### config.mk
export PLATFORM = sky130hd
export DESIGN_NAME = rowtrk_top
export DESIGN_NICKNAME = d
export VERILOG_FILES = /design/src/rtl/rowtrk_pkg.sv /design/src/rtl/rowtrk_bank_sel.sv /design/src/rtl/rowtrk_row_table.sv /design/src/rtl/rowtrk_cmd_seq.sv /design/src/rtl/rowtrk_top.sv
export SDC_FILE = /design/constraint.sdc
export NUM_CORES = 1
export LEC_CHECK = 0
export ABC_AREA = 1
export ABC_CLOCK_PERIOD_IN_PS = 1900
export CELL_PAD_IN_SITES_DETAIL_PLACEMENT = 2
export CELL_PAD_IN_SITES_GLOBAL_PLACEMENT = 2
export CORE_MARGIN = 5
export CORE_UTILIZATION = 31
export DETAILED_ROUTE_END_ITERATION = 8
export GPL_TIMING_DRIVEN = 0
export MAX_ROUTING_LAYER = met4
export PLACE_DENSITY_LB_ADDON = 0.1
export SYNTH_ARGS = -nofsm -noshare
export SYNTH_HDL_FRONTEND = slang
export SYNTH_SLANG_ARGS = --single-unit
export TNS_END_PERCENT = 10
### constraint.sdc
create_clock -name clk -period 1.9 [get_ports clk]
set_clock_uncertainty 0.05 [all_clocks]
set_input_delay 0.285 -clock clk [delete_from_list [all_inputs] [get_ports clk]]
set_output_delay 0.285 -clock clk [all_outputs]
set_load 0.01 [all_outputs]
### src/rtl/rowtrk_pkg.sv
package rowtrk_pkg;
  typedef enum logic [2:0] {
    CMD_NOP    = 3'd0,
    CMD_PRE    = 3'd1,
    CMD_PREALL = 3'd2,
    CMD_ACT    = 3'd3,
    CMD_RD     = 3'd4,
    CMD_WR     = 3'd5
  } cmd_e;

  typedef enum logic [2:0] {
    ST_IDLE,
    ST_PREALL,
    ST_PRE,
    ST_ACT,
    ST_XFER,
    ST_CLOSE
  } st_e;
endpackage

### src/rtl/rowtrk_bank_sel.sv
module rowtrk_bank_sel #(
  parameter int AW = 12,
  parameter int P0 = 3,
  parameter int P1 = 4,
  parameter int P2 = 5
) (
  input  logic [AW-1:0] addr_i,
  input  logic [1:0]    code_i,
  output logic          bit_o
);
  always_comb begin
    case (code_i)
      2'd0:    bit_o = addr_i[P0];
      2'd1:    bit_o = addr_i[P1];
      2'd2:    bit_o = addr_i[P2];
      default: bit_o = 1'b0;
    endcase
  end
endmodule

### src/rtl/rowtrk_row_table.sv
module rowtrk_row_table #(
  parameter int NB = 4,
  parameter int BW = 2,
  parameter int RW = 6
) (
  input  logic          clk,
  input  logic          rst_n,
  input  logic          clr_all_i,
  input  logic          wr_en_i,
  input  logic          wr_keep_i,
  input  logic [BW-1:0] wr_bank_i,
  input  logic [RW-1:0] wr_row_i,
  input  logic [BW-1:0] lk_bank_i,
  input  logic [RW-1:0] lk_row_i,
  output logic          lk_hit_o
);
  logic [NB-1:0] hit_v;
  logic [NB-1:0] vld_v;

  for (genvar b = 0; b < NB; b++) begin : g_bank
    logic          sel;
    logic          vld_q, vld_d;
    logic [RW-1:0] row_q, row_d;

    assign sel = wr_en_i && (wr_bank_i == BW'(b));

    always_comb begin
      vld_d = vld_q;
      row_d = row_q;
      if (clr_all_i) begin
        vld_d = 1'b0;
      end else if (sel) begin
        vld_d = wr_keep_i;
        if (wr_keep_i) row_d = wr_row_i;
      end
    end

    always_ff @(posedge clk or negedge rst_n) begin
      if (!rst_n) begin
        vld_q <= 1'b0;
        row_q <= '0;
      end else begin
        vld_q <= vld_d;
        row_q <= row_d;
      end
    end

    assign hit_v[b] = vld_q && (row_q == lk_row_i);
    assign vld_v[b] = vld_q;
  end

  assign lk_hit_o = hit_v[lk_bank_i];

  // an all-bank precharge leaves no bank open
  p_cleared_r7: assert property (@(posedge clk) disable iff (!rst_n)
    clr_all_i |=> (vld_v == '0));
endmodule

### src/rtl/rowtrk_cmd_seq.sv
module rowtrk_cmd_seq
  import rowtrk_pkg::*;
#(
  parameter int BW = 2,
  parameter int RW = 6
) (
  input  logic          clk,
  input  logic          rst_n,
  input  logic          init_req_i,
  input  logic          req_valid_i,
  input  logic          req_we_i,
  input  logic          open_page_i,
  input  logic          hit_i,
  input  logic [BW-1:0] bank_i,
  input  logic [RW-1:0] row_i,
  output logic          req_ready_o,
  output logic [2:0]    cmd_o,
  output logic [BW-1:0] bank_o,
  output logic [RW-1:0] row_o,
  output logic          hit_o,
  output logic          miss_o,
  output logic          act_o,
  output logic          keep_o,
  output logic          clr_o
);
  st_e           st_q, st_d;
  logic          accept, take_hit;
  logic [BW-1:0] bank_q;
  logic [RW-1:0] row_q;
  logic          we_q, keep_q, hit_q, miss_q;
  cmd_e          cmd_d;

  assign accept   = (st_q == ST_IDLE) && !init_req_i && req_valid_i;
  assign take_hit = open_page_i && hit_i;

  always_comb begin
    st_d = st_q;
    case (st_q)
      ST_IDLE: begin
        if (init_req_i)       st_d = ST_PREALL;
        else if (req_valid_i) st_d = take_hit ? ST_XFER : ST_PRE;
      end
      ST_PREALL: st_d = ST_IDLE;
      ST_PRE:    st_d = ST_ACT;
      ST_ACT:    st_d = ST_XFER;
      ST_XFER:   st_d = keep_q ? ST_IDLE : ST_CLOSE;
      ST_CLOSE:  st_d = ST_IDLE;
      default:   st_d = ST_IDLE;
    endcase
  end

  always_ff @(posedge clk or negedge rst_n) begin
    if (!rst_n) begin
      st_q   <= ST_IDLE;
      hit_q  <= 1'b0;
      miss_q <= 1'b0;
    end else begin
      st_q   <= st_d;
      hit_q  <= accept && take_hit;
      miss_q <= accept && !take_hit;
    end
  end

  always_ff @(posedge clk or negedge rst_n) begin
    if (!rst_n) begin
      bank_q <= '0;
      row_q  <= '0;
      we_q   <= 1'b0;
      keep_q <= 1'b0;
    end else if (accept) begin
      bank_q <= bank_i;
      row_q  <= row_i;
      we_q   <= req_we_i;
      keep_q <= open_page_i;
    end
  end

  always_comb begin
    case (st_q)
      ST_PREALL:         cmd_d = CMD_PREALL;
      ST_PRE, ST_CLOSE:  cmd_d = CMD_PRE;
      ST_ACT:            cmd_d = CMD_ACT;
      ST_XFER:           cmd_d = we_q ? CMD_WR : CMD_RD;
      default:           cmd_d = CMD_NOP;
    endcase
  end

  assign cmd_o       = cmd_d;
  assign bank_o      = bank_q;
  assign row_o       = row_q;
  assign hit_o       = hit_q;
  assign miss_o      = miss_q;
  assign act_o       = (st_q == ST_ACT);
  assign keep_o      = keep_q;
  assign clr_o       = (st_q == ST_PREALL);
  assign req_ready_o = (st_q == ST_IDLE) && !init_req_i;

  // busy while any command is on the bus
  p_busy_r8: assert property (@(posedge clk) disable iff (!rst_n)
    (cmd_o != 3'd0) |-> !req_ready_o);
  // a hit shows the transfer command in the flag cycle
  p_hit_xfer_r3: assert property (@(posedge clk) disable iff (!rst_n)
    hit_o |-> (cmd_o == 3'd4 || cmd_o == 3'd5));
  // a miss starts with precharge, then activate
  p_miss_pre_r4: assert property (@(posedge clk) disable iff (!rst_n)
    miss_o |-> (cmd_o == 3'd1));
  p_miss_act_r4: assert property (@(posedge clk) disable iff (!rst_n)
    miss_o |=> (cmd_o == 3'd3));
  // initialisation issues the all-bank precharge next cycle
  p_preall_r7: assert property (@(posedge clk) disable iff (!rst_n)
    (st_q == ST_IDLE && init_req_i) |=> (cmd_o == 3'd2));
  // flags are exclusive
  p_flags_r4: assert property (@(posedge clk) disable iff (!rst_n)
    !(hit_o && miss_o));
endmodule

### src/rtl/rowtrk_top.sv
module rowtrk_top #(
  parameter int AW      = 12,
  parameter int ROW_LSB = 6,
  parameter int P0      = 3,
  parameter int P1      = 4,
  parameter int P2      = 5
) (
  input  logic                  clk,
  input  logic                  rst_n,
  input  logic [1:0]            cfg_bsel_hi,
  input  logic [1:0]            cfg_bsel_lo,
  input  logic                  cfg_open_page,
  input  logic                  init_req,
  input  logic                  req_valid,
  input  logic [AW-1:0]         req_addr,
  input  logic                  req_we,
  output logic                  req_ready,
  output logic [2:0]            cmd_code,
  output logic [1:0]            cmd_bank,
  output logic [AW-ROW_LSB-1:0] cmd_row,
  output logic                  hit_flag,
  output logic                  miss_flag
);
  localparam int RW = AW - ROW_LSB;
  localparam int BW = 2;
  localparam int NB = 1 << BW;

  logic [1:0]    rst_sync_q;
  logic          rst_n_s;
  logic [BW-1:0] bank_sel;
  logic [RW-1:0] row_sel;
  logic          lk_hit, act, keep, clr;

  always_ff @(posedge clk or negedge rst_n) begin
    if (!rst_n) rst_sync_q <= 2'b00;
    else        rst_sync_q <= {rst_sync_q[0], 1'b1};
  end
  assign rst_n_s = rst_sync_q[1];

  rowtrk_bank_sel #(.AW(AW), .P0(P0), .P1(P1), .P2(P2)) u_sel_hi (
    .addr_i(req_addr), .code_i(cfg_bsel_hi), .bit_o(bank_sel[1]));
  rowtrk_bank_sel #(.AW(AW), .P0(P0), .P1(P1), .P2(P2)) u_sel_lo (
    .addr_i(req_addr), .code_i(cfg_bsel_lo), .bit_o(bank_sel[0]));

  assign row_sel = req_addr[AW-1:ROW_LSB];

  rowtrk_row_table #(.NB(NB), .BW(BW), .RW(RW)) u_table (
    .clk(clk), .rst_n(rst_n_s),
    .clr_all_i(clr), .wr_en_i(act), .wr_keep_i(keep),
    .wr_bank_i(cmd_bank), .wr_row_i(cmd_row),
    .lk_bank_i(bank_sel), .lk_row_i(row_sel), .lk_hit_o(lk_hit));

  rowtrk_cmd_seq #(.BW(BW), .RW(RW)) u_seq (
    .clk(clk), .rst_n(rst_n_s),
    .init_req_i(init_req), .req_valid_i(req_valid), .req_we_i(req_we),
    .open_page_i(cfg_open_page), .hit_i(lk_hit),
    .bank_i(bank_sel), .row_i(row_sel),
    .req_ready_o(req_ready), .cmd_o(cmd_code),
    .bank_o(cmd_bank), .row_o(cmd_row),
    .hit_o(hit_flag), .miss_o(miss_flag),
    .act_o(act), .keep_o(keep), .clr_o(clr));

  // a forced selector yields a zero bank bit on the command
  p_bank_hi_zero_r2: assert property (@(posedge clk) disable iff (!rst_n_s)
    (req_valid && req_ready && cfg_bsel_hi == 2'b11) |=> !cmd_bank[1]);
  p_bank_lo_zero_r2: assert property (@(posedge clk) disable iff (!rst_n_s)
    (req_valid && req_ready && cfg_bsel_lo == 2'b11) |=> !cmd_bank[0]);
  // the row of an accepted request appears on the command
  p_row_r9: assert property (@(posedge clk) disable iff (!rst_n_s)
    (req_valid && req_ready) |=> (cmd_row == $past(req_addr[AW-1:ROW_LSB])));
endmodule

; Word-level counts from Yosys, hierarchy flattened
; Cells that the tools add are included.
[word_totals]
in_bits = 22
ff_bits = 45
elab_cells = 82
[classes]
muxes = 19
bitwise = 1
n_lt_le_gt_ge = 1
n_reduce_logical = 28
eq_ne = 17
[ops]
columns = cell, count
row1 = 6-bit equality test, 4
row2 = 3-bit case mux with 4 select lines, 2
row3 = 1-bit logical AND, 13
row4 = 3-bit two-way mux, 4
row5 = 3-bit AND reduction, 4
row6 = 1-bit two-way mux, 10
row7 = "2-bit equality test, second input constant", 4
row8 = 2-bit nonzero test, 4
row9 = "2-bit by 1-bit equality test with 1-bit output, second input constant", 3
row10 = "3-bit by 2-bit equality test with 1-bit output, second input constant", 2
row11 = "3-bit equality test, second input constant", 2
row12 = 2-bit zero test, 3
row13 = 1-bit case mux with 3 select lines, 2
row14 = "3-bit by 1-bit equality test with 1-bit output, second input constant", 1
row15 = 3-bit zero test, 1
row16 = "2-bit by 3-bit < comparator with 1-bit output, second input constant", 1
row17 = "3-bit != test, second input constant", 1
row18 = 1-bit binary-select mux with 2-bit select, 1
row19 = 1-bit zero test, 2
row20 = 2-bit OR reduction, 1
row21 = 1-bit NOT, 1

; Longest topological paths before layout
[logic_depth]
ltp_word = 9
depth_mapped = 12
ltp_nobuf = 11

; Hierarchy
; Synthesis repeated with hierarchy kept, for this count alone.
[hier_totals]
hier_cells = 319
hier_area_um2 = 2406.1
[by_module_without_submodules]
columns = module, area_each_um2, cells_per_inst, seq_area_each_um2, n_inst
row1 = rowtrk_row_table, 1589.0, 221, 700.7, 1
row2 = rowtrk_cmd_seq, 708.2, 83, 375.4, 1
row3 = rowtrk_bank_sel, 27.5, 6, 0.0, 2
row4 = rowtrk_top, 53.8, 3, 50.0, 1

; Least setup slack after synthesis
; No wires, ideal clock.
[synth_path]
path_type = register to register
from = register u_seq.st_q[2]
to = register u_table.g_bank[0].row_q[2]
t_arrival_ns = 1.180
n_path_buf = 1
path_slack_ns = 0.547
period_less_slack_ns = 1.353
path_stages_with_launch = 8
path_cell_list = dfrtp_1 -> nor2_4 -> nand2_4 -> nor3_2 -> nand2_1 -> buf_6 -> nand2_1 -> o21ai_2
[synth_via]
elab_chain_cells = 3
[synth_rtl]
columns = element, line
row1 = "start, declared", rowtrk_cmd_seq.sv:26  ; st_e st_q, st_d;
row2 = "start signal, assigned", rowtrk_cmd_seq.sv:58  ; st_q <= st_d;
row3 = 3-bit by 2-bit equality test with 1-bit output / 3-bit by 1-bit equality test with 1-bit output (equally long branches), "rowtrk_cmd_seq.sv:93, rowtrk_cmd_seq.sv:95"
row4 = 1-bit logical AND / 1-bit NOT (equally long branches), --
row5 = 3-bit AND reduction (no line) (*), --
row6 = "end signal, assigned", rowtrk_row_table.sv:44  ; row_q <= row_d;
row7 = "end, declared", rowtrk_row_table.sv:23  ; logic [RW-1:0] row_q, row_d;
; Every way passes the cells marked *; elsewhere a longest branch is shown, timed or not.
; A chain may end at the register's enable or synchronous reset.

; Final worst setup path
[layout_path]
from = register u_seq.st_q[1]
to = output port req_ready
[layout_via]
elab_chain_cells = 2
[layout_rtl]
columns = element, line
row1 = 3-bit zero test, rowtrk_cmd_seq.sv:96  ; assign req_ready_o = (st_q == ST_IDLE) && !init_req_i;
row2 = 1-bit logical AND, rowtrk_cmd_seq.sv:96
row3 = "end, declared", rowtrk_top.sv:17  ; output logic req_ready,
; No other way between the ends.

==> insert_results.sql <==
INSERT INTO impl_metrics (metric_group, metric, value, unit) VALUES
('yosys', 'synth_top_family_by_area', 'simple AND/OR/NAND/NOR gates', ''),
('finish', 'antenna-diode-count', '0', ''),
('yosys', 'synth_area_per_cell', '7.716', 'um2'),
('placement', 'detailed_place_hpwl', '5552', 'um'),
('placement', 'dp_slack', '-0.1684', 'ns'),
('placement', 'io_buffers', '31', ''),
('setup_path', 'critical_path.startpoint', 'u_seq.st_q[1]$_DFFE_PN0P_', ''),
('floorplan', 'initial_cell_density_of_the_core', '31.38', '%'),
('finish', 'finalInstanceArea', '2992', 'um2'),
('power_and_ir_drop', 'cellLeakagePower', '0.001454', 'uW'),
('status', 'outcome', 'complete, no violations', ''),
('setup_path', 'worstPathRequired', '1.56', 'ns'),
('floorplan', 'die_area', '9601', 'um2'),
('timing', 'finalMaxSlewViolations', '0', ''),
('min_path', 'hold_crit_path_type', 'input pin to asynchronous set/reset pin', ''),
('global_routing', 'track_usage', '16.65', '%'),
('timing', 'finalSetupViolCount', '0', ''),
('power_and_ir_drop', 'total_power', '4033', 'uW'),
('yosys', 'synth-xor-area-share', '0.3650', '%'),
('yosys', 'synth_area', '2400', 'um2'),
('global_routing', 'grt_remaining_overflow', '0', ''),
('setup_path', 'path_max_fanout', '4', ''),
('yosys', 'synthMostInstantiatedCell', 'nand2_1', ''),
('clock_tree', 'h_tree_depth', '2', ''),
('setup_path', 'critical_path.startpoint_type', 'register', ''),
('setup_path', 'crit-reg2reg-launch', 'u_seq.st_q[2]$_DFFE_PN0P_', ''),
('route', 'wire_per_inst', '16.32', 'um'),
('yosys', 'number_of_instances_in_the_synthesized_netlist', '311', ''),
('yosys', 'ys_seq_elements', '45', ''),
('yosys', 'synth-simple-area-share', '28.26', '%'),
('route', 'detailedRoute.firstPassIterationCount', '4', ''),
('finish', 'post_synthesis_to_final_layout_area_growth', '24.66', '%'),
('route', 'ant_nets', '0', ''),
('setup_path', 'worst-setup-path-type', 'register to primary output', ''),
('route', 'route.detailed.vias_per_inst', '4.563', ''),
('power_and_ir_drop', 'power_per_cell_area', '1348', 'nW/um2'),
('timing', 'layout_setup_ws', '0.1765', 'ns'),
('route', 'routed.top_layer', 'met4', ''),
('route', 'drt_iter0_drc', '69', ''),
('yosys', 'synth_area_leaders', 'dfrtp_1, nand2_1, inv_1, o21ai_2, nor2_1', ''),
('yosys', 'mappedNetlistNets', '333', ''),
('floorplan', 'die_h', '97.99', 'um'),
('clock_tree', 'cts-buffers-inserted', '5', ''),
('power_and_ir_drop', 'pwr-share-clk', '18.9', '%'),
('global_routing', 'grt_max_degree', '32', ''),
('placement', 'place.gp.congestion', '0.7448', ''),
('floorplan', 'core.rowCount', '32', ''),
('setup_path', 'timing.critical_path.arrival', '1.39', 'ns'),
('timing', 'timing.final.hold_violations', '0', ''),
('power_and_ir_drop', 'comb_power_share', '40.2', '%'),
('timing', 'min_period', '1.724', 'ns'),
('clock_tree', 'tritoncts', 'yes', ''),
('yosys', 'synth_top_area_share', '46.92', '%'),
('global_routing', 'vias_in_the_first_global_route', '2349', ''),
('finish', 'stdcell_count', '455', ''),
('yosys', 'synth_area_in_compound_gates', '13.24', '%'),
('route', 'met2RoutedLength', '3717', 'um'),
('power_and_ir_drop', 'cell_internal_pwr', '2391', 'uW'),
('clock_tree', 'max-clock-path-buffers', '2', ''),
('clock_tree', 'worst_skew_pair.late_latency', '0.31', 'ns'),
('setup_path', 'end_kind', 'primary output', ''),
('yosys', 'synth.mux.area_fraction', '0', '%'),
('route', 'remaining_drc_errors', '0', ''),
('floorplan', 'die_width', '97.99', 'um'),
('finish', 'layout.nets', '374', ''),
('power_and_ir_drop', 'switching_share', '40.70', '%'),
('yosys', 'synth-edff-count', '0', ''),
('flow_run', 'maxCapViolCount', '0', ''),
('yosys', 'synth.distinct_cells', '29', ''),
('timing', 'finalCritPeriodShare', '90.71', '%'),
('finish', 'layout-drive-gt1-share', '16.43', '%');
## flip-flops by register name (all words and copies together) (netlist names)
name,count
u_table.g_bank.row_q,24
u_seq.row_o,6
u_table.g_bank.vld_q,4
u_seq.st_q,3
rst_sync_q,2
u_seq.bank_o,2
u_seq.hit_o,1
u_seq.keep_o,1
u_seq.miss_o,1
u_seq.we_q,1
## critical path: stages, from the launching register on
cell and delay, ns:
dfrtp_2 0.45, nor2_2 0.14, nand2_1 0.10, inv_1 0.11
dlygate4sd2_1 0.28
## timing repair
| item | CTS | global route |
|---|---|---|
| gates resized for setup | 8 | 0 |
| setup buffers | 2 | 0 |
| setup endpoints to repair | 3 | 0 |
## metal layers
| metal | vias to the layer above | track usage, % |
|---|---|---|
| li1 | 1032 | - |
| met1 | 1011 | 21.17 |
| met2 | 31 | 28.01 |
| met3 | 2 | 2.714 |
| met4 | 0 | 3.514 |
| met5 | - | - |
## layout by cell type (no fill, tap or decap), drive strengths merged, types with 3 or more instances in the layout
master,count
buf,9
dlygate4sd2,4
o21ai,37
dfrtp,45
inv,54
a21boi,3
nand2,111
nand3b,3
nand3,15
clkbuf,6
clkdlybuf4s50,27
nor3,5
nor2,21
a21oi,5
## layout make-up
type / count / area, um2
timing repair buffer: 34 / 340.3
fill: 889 / 4656
buffer: 7 / 62.56
multi-input combinational: 205 / 1013
sequential: 45 / 1130
clock buffer: 5 / 68.82
inverter: 54 / 202.7
tap: 102 / 127.6
clock inverter: 3 / 46.29
## power by group through the flow
stage	clock network [uW]	registers, uW	logic [uW]
2_1_floorplan	0	1640	976
3_3_place_gp	0	1670	1540
3_5_place_dp	0	1680	1620
4_1_cts	783	1650	1660
5_1_grt	821	1710	1830
6_report	763	1650	1620
## worst paths after layout
path	endpoint	depth (start not counted)	slack (ns)
min in group clk	u_seq.row_o[1]$_DFFE_PN0P_	3	0.21
min	rst_sync_q[0]$_DFF_PN0_	1	0.09
max reg2reg	u_table.g_bank[0].row_q[4]$_DFFE_PN0P_	8	0.24
max in group asynchronous	u_seq.st_q[1]$_DFFE_PN0P_	1	1.17
max	req_ready	4	0.18
min reg2reg	u_table.g_bank[1].row_q[2]$_DFFE_PN0P_	0	0.13
## kinds of logic after synthesis
logic type,after synthesis
flip-flops,45
other,1
buffers and inverters,61
AND/OR/NAND/NOR,156
AO/OA/AOI/OAI,47
XOR/XNOR,1
## per-stage QoR
step	hold slack, ns	util [%]
after floorplan	-0.06059	-
after global placement	0.2834	37.11
after detailed placement	0.1369	37.39
after CTS	0.08362	39.12
after global routing	0.08430	39.12
final	0.09409	39.12
Note: power is estimated with default switching activity, not from simulation.
